### config.mk
export PLATFORM = sky130hd
export DESIGN_NAME = usb_bus_event_irq
export DESIGN_NICKNAME = d
export VERILOG_FILES = /design/src/rtl/usb_evt_pkg.sv /design/src/rtl/usb_idle_timer.sv /design/src/rtl/usb_link_fsm.sv /design/src/rtl/usb_evt_flags.sv /design/src/rtl/usb_bus_event_irq.sv
export SDC_FILE = /design/constraint.sdc
export NUM_CORES = 1
export LEC_CHECK = 0
export BUFFER_PORTS_ARGS = -buffer_cell sky130_fd_sc_hd__buf_2
export CELL_PAD_IN_SITES_DETAIL_PLACEMENT = 1
export CELL_PAD_IN_SITES_GLOBAL_PLACEMENT = 1
export CORE_MARGIN = 3
export CORE_UTILIZATION = 42
export DETAILED_ROUTE_END_ITERATION = 8
export PLACE_DENSITY_LB_ADDON = 0.1
export REMOVE_ABC_BUFFERS = 1
export SLEW_MARGIN = 15
export SYNTH_ARGS = -nofsm -noshare
export SYNTH_HDL_FRONTEND = slang
export SYNTH_HIERARCHICAL = 1
export SYNTH_SLANG_ARGS = --single-unit
### constraint.sdc
create_clock -name clk -period 2.5 [get_ports clk]
set_input_delay 0.5 -clock clk [delete_from_list [all_inputs] [get_ports clk]]
set_output_delay 0.5 -clock clk [all_outputs]
set_load 0.02 [all_outputs]
### src/rtl/usb_evt_pkg.sv
package usb_evt_pkg;

    typedef enum logic [1:0] {
        LINK_ACTIVE    = 2'd0,
        LINK_IDLE      = 2'd1,
        LINK_SUSPENDED = 2'd2
    } link_state_e;

    // positions inside the interrupt register; a driver decodes these
    localparam int BIT_WAKE = 5;
    localparam int BIT_EOR  = 4;
    localparam int BIT_SOF  = 3;
    localparam int BIT_SUSP = 0;

    typedef struct packed {
        logic wake;
        logic eor;
        logic sof;
        logic susp;
    } evt_flags_t;

endpackage

### src/rtl/usb_idle_timer.sv
module usb_idle_timer #(
    parameter int LIMIT = 36000
) (
    input  logic clk,
    input  logic rst_n,
    input  logic line_j_idle,
    input  logic restart,
    output logic expired
);
    localparam int CW = $clog2(LIMIT + 1);
    localparam logic [CW-1:0] LAST = CW'(LIMIT - 1);

    logic [CW-1:0] cnt;

    // expired marks the LIMIT-th consecutive J sample
    assign expired = line_j_idle && (cnt == LAST);

    always_ff @(posedge clk or negedge rst_n) begin
        if (!rst_n) begin
            cnt <= '0;
        end else if (restart || !line_j_idle) begin
            cnt <= '0;
        end else if (cnt != LAST) begin
            cnt <= cnt + 1'b1;
        end
    end


    cnt_in_range_chk: assert property (@(posedge clk) disable iff (!rst_n)
        cnt <= LAST);


    restart_clears_chk: assert property (@(posedge clk) disable iff (!rst_n)
        !line_j_idle |=> cnt == '0);

endmodule

### src/rtl/usb_link_fsm.sv
module usb_link_fsm
    import usb_evt_pkg::*;
(
    input  logic        clk,
    input  logic        rst_n,
    input  logic        line_j_idle,
    input  logic        line_active,
    input  logic        bus_reset_end,
    input  logic        expired,
    output link_state_e state,
    output logic        set_susp,
    output logic        set_wake
);
    link_state_e state_nx;

    always_ff @(posedge clk or negedge rst_n) begin
        if (!rst_n) begin
            state <= LINK_ACTIVE;
        end else begin
            state <= state_nx;
        end
    end

    always_comb begin
        state_nx = state;
        if (bus_reset_end) begin
            state_nx = LINK_ACTIVE;
        end else begin
            unique case (state)
                LINK_ACTIVE: begin
                    if (expired)          state_nx = LINK_SUSPENDED;
                    else if (line_j_idle) state_nx = LINK_IDLE;
                end
                LINK_IDLE: begin
                    if (expired)           state_nx = LINK_SUSPENDED;
                    else if (!line_j_idle) state_nx = LINK_ACTIVE;
                end
                LINK_SUSPENDED: begin
                    if (line_active) state_nx = LINK_ACTIVE;
                end
                default: state_nx = LINK_ACTIVE;
            endcase
        end
    end

    // outputs: event pulses derived from state and transitions
    always_comb begin
        set_susp = (state_nx == LINK_SUSPENDED) && (state != LINK_SUSPENDED);
        set_wake = (state == LINK_SUSPENDED) && line_active;
    end


    wake_only_suspended_chk: assert property (@(posedge clk) disable iff (!rst_n)
        (line_active && state != LINK_SUSPENDED) |-> !set_wake);


    reset_returns_active_chk: assert property (@(posedge clk) disable iff (!rst_n)
        bus_reset_end |=> state == LINK_ACTIVE);


    susp_once_chk: assert property (@(posedge clk) disable iff (!rst_n)
        (state == LINK_SUSPENDED) |-> !set_susp);

endmodule

### src/rtl/usb_evt_flags.sv
module usb_evt_flags
    import usb_evt_pkg::*;
(
    input  logic       clk,
    input  logic       rst_n,
    input  evt_flags_t hw_set,
    input  logic       sw_wr,
    input  logic [7:0] sw_wdata,
    input  logic [3:0] mask,
    output evt_flags_t flags,
    output logic       irq
);
    evt_flags_t keep;
    evt_flags_t flags_nx;

    always_comb begin
        keep = '1;
        if (sw_wr) begin
            keep.wake = sw_wdata[BIT_WAKE];
            keep.eor  = sw_wdata[BIT_EOR];
            keep.sof  = sw_wdata[BIT_SOF];
            keep.susp = sw_wdata[BIT_SUSP];
        end
        flags_nx = (flags & keep) | hw_set;
    end

    always_ff @(posedge clk or negedge rst_n) begin
        if (!rst_n) begin
            flags <= '0;
            irq   <= 1'b0;
        end else begin
            flags <= flags_nx;
            irq   <= |(flags & mask);
        end
    end


    set_beats_clear_chk: assert property (@(posedge clk) disable iff (!rst_n)
        hw_set.sof |=> flags.sof);


    irq_quiet_chk: assert property (@(posedge clk) disable iff (!rst_n)
        ((flags & mask) == '0) |=> !irq);


    irq_raise_chk: assert property (@(posedge clk) disable iff (!rst_n)
        ((flags & mask) != '0) |=> irq);

endmodule

### src/rtl/usb_bus_event_irq.sv
module usb_bus_event_irq
    import usb_evt_pkg::*;
#(
    parameter int CYCLES_PER_MS = 12000,
    parameter int SUSPEND_MS    = 3
) (
    input  logic       clk,
    input  logic       rst_n,
    input  logic       line_j_idle,
    input  logic       line_active,
    input  logic       bus_reset_end,
    input  logic       sof_seen,
    input  logic       reg_wr,
    input  logic       reg_sel,
    input  logic [7:0] reg_wdata,
    output logic [7:0] reg_rdata,
    input  logic [3:0] irq_mask,
    output logic       irq
);
    localparam int IDLE_LIMIT = CYCLES_PER_MS * SUSPEND_MS;
    localparam int ADDR_W     = 7;

    logic              expired;
    link_state_e       link_state;
    logic              set_susp;
    logic              set_wake;
    evt_flags_t        hw_set;
    evt_flags_t        flags;
    logic              func_en;
    logic [ADDR_W-1:0] dev_addr;
    logic              wr_addr;
    logic              wr_int;

    assign wr_addr = reg_wr && !reg_sel;
    assign wr_int  = reg_wr &&  reg_sel;

    usb_idle_timer #(.LIMIT(IDLE_LIMIT)) u_timer (
        .clk         (clk),
        .rst_n       (rst_n),
        .line_j_idle (line_j_idle),
        .restart     (bus_reset_end),
        .expired     (expired)
    );

    usb_link_fsm u_fsm (
        .clk           (clk),
        .rst_n         (rst_n),
        .line_j_idle   (line_j_idle),
        .line_active   (line_active),
        .bus_reset_end (bus_reset_end),
        .expired       (expired),
        .state         (link_state),
        .set_susp      (set_susp),
        .set_wake      (set_wake)
    );

    always_comb begin
        hw_set.wake = set_wake;
        hw_set.eor  = bus_reset_end;
        hw_set.sof  = sof_seen;
        hw_set.susp = set_susp;
    end

    usb_evt_flags u_flags (
        .clk      (clk),
        .rst_n    (rst_n),
        .hw_set   (hw_set),
        .sw_wr    (wr_int),
        .sw_wdata (reg_wdata),
        .mask     (irq_mask),
        .flags    (flags),
        .irq      (irq)
    );

    // address register: enable cleared only by power-up reset
    always_ff @(posedge clk or negedge rst_n) begin
        if (!rst_n) begin
            func_en  <= 1'b0;
            dev_addr <= '0;
        end else begin
            if (wr_addr) func_en <= reg_wdata[7];
            if (bus_reset_end) dev_addr <= '0;
            else if (wr_addr)  dev_addr <= reg_wdata[ADDR_W-1:0];
        end
    end

    always_comb begin
        reg_rdata = '0;
        if (reg_sel) begin
            reg_rdata[BIT_WAKE] = flags.wake;
            reg_rdata[BIT_EOR]  = flags.eor;
            reg_rdata[BIT_SOF]  = flags.sof;
            reg_rdata[BIT_SUSP] = flags.susp;
        end else begin
            reg_rdata = {func_en, dev_addr};
        end
    end


    addr_wiped_chk: assert property (@(posedge clk) disable iff (!rst_n)
        bus_reset_end |=> dev_addr == '0);


    enable_survives_chk: assert property (@(posedge clk) disable iff (!rst_n)
        (bus_reset_end && !wr_addr) |=> func_en == $past(func_en));


    reserved_zero_chk: assert property (@(posedge clk) disable iff (!rst_n)
        reg_sel |-> (reg_rdata[7:6] == 2'b00 && reg_rdata[2:1] == 2'b00));


    wake_rise_chk: assert property (@(posedge clk) disable iff (!rst_n)
        $rose(flags.wake) |-> $past(link_state) == LINK_SUSPENDED);

endmodule

### After elaboration in Yosys (flattened, before gate mapping)

Index checks and enable logic that the tools add are counted.

* register bits after elaboration: 31
* input bits: 20
* output and inout bits: 9
* logic and storage cells: 47

* add/subtract/negate cells: 1
* equality and inequality tests: 6
* mux-type cells: 16
* bitwise operators: 3
* reduce and logical (&&, ||, !) cells: 12

Operator list (count)
* 2-to-1 mux 16 bit: 2
* adder 16 x 1 -> 16 bit, second input constant: 1
* equality test 16 bit, second input constant: 1
* 2-to-1 mux 2 bit: 8
* inequality test 16 bit, second input constant: 1
* 2-to-1 mux 7 bit: 2
* AND 4 bit: 2
* case mux 2 bit (3 select lines): 1
* logical AND 1 bit: 5
* equality test 2 bit, second input constant: 2
* 2-to-1 mux 4 bit: 1
* OR 4 bit: 1
* nonzero test 2 bit: 2
* OR reduction 4 bit: 1
* 2-to-1 mux 3 bit: 1
* equality test 2 x 1 -> 1 bit, second input constant: 1
* logical NOT 1 bit: 2
* logical NOT 2 bit: 1
* inequality test 2 bit, second input constant: 1
* logical OR 1 bit: 1
* 2-to-1 mux 1 bit: 1

### Longest topological paths before layout

* depth after elaboration: 8
* gate-level depth with buffers: 7
* mapped depth without buffers: 6

### Hierarchy

Netlist, hierarchy kept.

Modules (own cells, without submodules)
* usb_idle_timer: instances 1, cells each 87, area an instance 838.3 um^2, seq. area each 400.4 um^2
* usb_bus_event_irq: instances 1, cells each 42, area an instance 475.5 um^2, seq. area each 200.2 um^2
* usb_evt_flags: instances 1, cells each 16, area an instance 198.9 um^2, seq. area each 125.1 um^2
* usb_link_fsm: instances 1, cells each 7, area an instance 102.6 um^2, seq. area each 50.0 um^2

### Least setup slack after synthesis

OpenSTA, ideal clock, no wires.

* path kind: reg-to-reg
* from: register u_timer.cnt[0]
* to: register u_fsm.state[1]
* library setup time: 124 ps
* data arrival time: 1641 ps
* data required time: 2376 ps
* path slack: 735 ps
* cell stages (with the launch flop): 8
* buffers on the path: 1
* period minus slack after synthesis: 1765 ps
* cell sequence: dfrtp_1 ha_1 and4_4 and4_4 buf_6 and2_2 nor3b_2 or2_1

* longest elaborated chain between the ends: 5
* elaborated cells on any way between the ends: 6
* those cells by class: eq/ne (1); mux (4); reduce/logical (1)

RTL lines
* from (decl): RTL line usb_idle_timer.sv:13 `logic [CW-1:0] cnt;`
* from (signal assigned): RTL line usb_idle_timer.sv:24 `cnt <= cnt + 1'b1;`
* equality test 16 bit *: RTL line usb_idle_timer.sv:16 `assign expired = line_j_idle && (cnt == LAST);`
* logical AND 1 bit *: RTL line usb_idle_timer.sv:16
* named net expired: RTL line usb_bus_event_irq.sv:23 `logic expired;`
* 2-to-1 mux 2 bit (on tied branches): RTL line usb_link_fsm.sv:35, usb_link_fsm.sv:31
* case mux 2 bit (3 select lines) *: RTL line usb_link_fsm.sv:29 `unique case (state)`
* 2-to-1 mux 2 bit *: RTL line usb_link_fsm.sv:26 `if (bus_reset_end) begin`
* named net u_fsm.state_nx[1]: RTL line usb_link_fsm.sv:14 `link_state_e state_nx;`
* to (signal assigned): RTL line usb_link_fsm.sv:20 `state <= state_nx;`
* to (decl): RTL line usb_link_fsm.sv:10 `output link_state_e state,`

The timed path passes the listed nets; every way through them passes the cells marked *.
A chain may end at the register's enable or synchronous reset.

### Worst setup path in the final report

Same ends and word-level chain as after synthesis.

==> results.sh <==
export IMPL_cts_repair_resized=0
export IMPL_drive_gt1_share_pct=27.72
export IMPL_hold_violations=0
export IMPL_synthCells=152
export IMPL_antenna_cells=0
export IMPL_p_leak_nw=0.8483
export IMPL_p_comb_share_pct=9.3
export IMPL_cellPowerDensity_nw_per_um2=555.5
export IMPL_dr_pass1_iters=2
export IMPL_htree_levels=2
export IMPL_yosysTopAreaCell="dfrtp_1"
export IMPL_period_minus_slack_ps=1828
export IMPL_viasPerCell=5.543
export IMPL_ant_nets=0
export IMPL_finalCritPeriodShare_pct=73.14
export IMPL_sw_frac_of_total_pct=23.03
export IMPL_syn_area_per_cell_um2=10.63
export IMPL_rrSetupSlack_ps=670
export IMPL_holdWs_ps=262.9
export IMPL_io_pin_count=29
export IMPL_ctsHoldBuffers=0
export IMPL_finalSetupViolations=0
export IMPL_initial_utilization_pct=45.88
export IMPL_grt_overflow=0
export IMPL_drtIter0Drc=56
export IMPL_yosysWarnings=6
export IMPL_via_count=1275
export IMPL_synth_seq_cells=31
export IMPL_arrival_ps=1980
export IMPL_drc=0
export IMPL_p_clk_share_pct=40.9
export IMPL_die_w_um=68.02
export IMPL_critPathBufInv=0
export IMPL_cp_slowest_cell="dfrtp_1"
export IMPL_dp_hpwl_um=2706
export IMPL_grt_pass1_wl_um=6306
export IMPL_cts_setup_buffers=0
export IMPL_clk_latency_ps=280
export IMPL_startpoint_type="flip-flop"
export IMPL_core_area_um2=3521
export IMPL_syn2layout_area_growth_pct=17.04
export IMPL_rsz0062_at_grt="false"
export IMPL_netlist_area_leader_share_pct=48.02
export IMPL_p_seq_share_pct=49.8
export IMPL_rows=21
export IMPL_die_area_um2=4626
export IMPL_critical_path_cell_chain="ha_1 > and4_4 > and4_4 > and2_2 > nor3b_2 > or2_1"
export IMPL_cts_max_path_buffers=2
export IMPL_root_buffer="clkbuf_8"
export IMPL_worst_ep_required_time_ps=2660
export IMPL_synth_cell_types=40
export IMPL_placed_cells=222
export IMPL_path_common_cell="and4_4"
export IMPL_die_height_um=68.02
export IMPL_finalInstanceArea_um2=1891
export IMPL_grt_max_degree=32
export IMPL_fin_nets=204
export IMPL_numCtsBuffers=5
export IMPL_io_buffers=28
export IMPL_slew_viol_final=0
export IMPL_post_drt_wl_per_cell_um=16.20
export IMPL_min_path_type="input pin to async pin"
export IMPL_synth_cell_area_um2=1615
export IMPL_status="complete, no violations"
export IMPL_placed_cell_area_um2=1790
export IMPL_gp_congestion=0.7974
export IMPL_tightestPinTransition_ps=694.2
export IMPL_critical_path_class="flip-flop to flip-flop"
export IMPL_ys_seq_area_share_pct=48.02
export IMPL_internal_power_w=0.0008083
export IMPL_layout_cells_non_filler=230
export IMPL_fmax_mhz=546.9
export IMPL_clk_pin_slew_ps=70
export IMPL_endpoint_kind="flip-flop"
export IMPL_first_global_vias=1327
export IMPL_crit_family="simple AND/OR/NAND/NOR gates"
export IMPL_grtUsageTotal_pct=18.57
export IMPL_worst_clock_skew_ps=8.702
export IMPL_clock_sinks=31
export IMPL_slowest_delay_ps=440
export IMPL_synth_area_top_cells="dfrtp_1 (48%), nand4bb_1 (4.9%), nand2b_1 (4.6%)"
export IMPL_setup_tns_ps=0
export IMPL_antenna_found_initial=0
export IMPL_max_slew_margin_pct=53.72
export IMPL_peakVddDrop_mv=0.3374
export IMPL_crit_fanout=9
export IMPL_routed_wl_um=3725
export IMPL_cts_tree="yes"
export IMPL_power_w=0.001050
export IMPL_power_switching_w=0.0002419
export IMPL_cap_violations=0
==> per-stage QoR <==
step | setup slack, ps | utilization [%]
final | 671.5 | 53.70
after global routing | 575.1 | 53.70
after CTS | 668.1 | 53.70
after detailed placement | 670.5 | 50.85
after global placement | 715.3 | 50.85
after floorplan | 818.4 | -
==> kinds of logic after synthesis <==
group	count (synthesis)	synth area share [%]
flops	31	48.02
fa+ha+maj	1	0.7745
mux	6	4.337
xor+xnor	7	3.796
simple gates	71	30.13
compound gates	28	10.38
buf+inv	8	2.556
==> layout make-up <==
cell class,count,area [µm²]
fillers,408,1630
multi-input cells,113,798.3
flip-flops and latches,31,775.7
repair buffers,29,147.6
clock buffers,8,100.1
well taps,46,57.56
inverters,3,11.26
==> cells in the final DEF (no fill, tap or decap), types with 2 or more instances in the layout <==
cell type and n:
a21oi_1 5, nor2_1 9, buf_2 28, nand2b_1 12
and3_1 2, a21o_1 4, inv_1 3, nand4_1 4
nor4b_1 2, and4_4 2, dfrtp_1 31, clkbuf_8 7
o21ai_0 13, and2_2 2, nand4bb_1 7, a22oi_1 2
xor2_1 6, nor2b_1 5, or3_1 5, and3_2 2
mux2_2 4, nand2_1 5, nand3_1 6
==> worst paths after layout <==
check | startpoint | end | depth (start not counted)
worst max-delay path | u_timer/cnt[0]$_DFFE_PN0P_ | u_fsm/state[1]$_DFF_PN0_ | 6
worst min-delay path | rst_n | u_timer/cnt[7]$_DFFE_PN0P_ | 1
worst max register to register | u_timer/cnt[0]$_DFFE_PN0P_ | u_fsm/state[1]$_DFF_PN0_ | 6
worst min register to register | u_fsm/state[1]$_DFF_PN0_ | u_fsm/state[0]$_DFF_PN0_ | 1
max in group asynchronous | rst_n | dev_addr[1]$_DFFE_PN0P_ | 1
min in group clk | sof_seen | u_flags/flags[1]$_DFF_PN0_ | 2
==> power by group through the flow <==
stage / combinational [W] / sequential [W] / clock (W)
final: 0.0000976 / 0.000523 / 0.000430
after global routing: 0.000109 / 0.000524 / 0.000468
after CTS: 0.0000998 / 0.000523 / 0.000446
after detailed placement: 0.0000994 / 0.000532 / 0
after global placement: 0.0000959 / 0.000531 / 0
after floorplan: 0.0000466 / 0.000531 / 0
==> layer usage <==
| metal | vias up | GRT usage, % | part of all wire, % |
|---|---|---|---|
| met4 | 0 | 8.437 | 1.7 |
| met3 | 5 | 4.762 | 4.2 |
| li1 | 613 | - | - |
| met2 | 26 | 29.36 | 49 |
| met1 | 631 | 23.74 | 45 |
| met5 | - | 0 | 0 |
==> synthesized netlist by cell type (all sizes together) <==
cell type and n:
o41ai 1, nand4 4, and2 2, nor2b 6, nor4 1, nor3b 1, dfrtp 31, nand2 5
or3 5, nand4bb 7, o21ai 13, xnor2 1, nor4b 3, or4 1, a22oi 2, clkbuf 3
and3 4, and4 3, a21oi 5, and3b 1, nand2b 12, o31ai 1, mux2i 1, a21o 4
o211ai 1, o311ai 1, ha 1, mux2 5, buf 2, inv 3, xor2 6, or2 1
nand3 6, nor2 9
==> state kept, by name, indices dropped and copies added, names as in the netlist <==
register,flops
u_flags/flags,4
u_flags/irq,1
u_timer/cnt,16
dev_addr,7
u_fsm/state,2
func_en,1
Note: power is estimated with default switching activity, not from simulation.
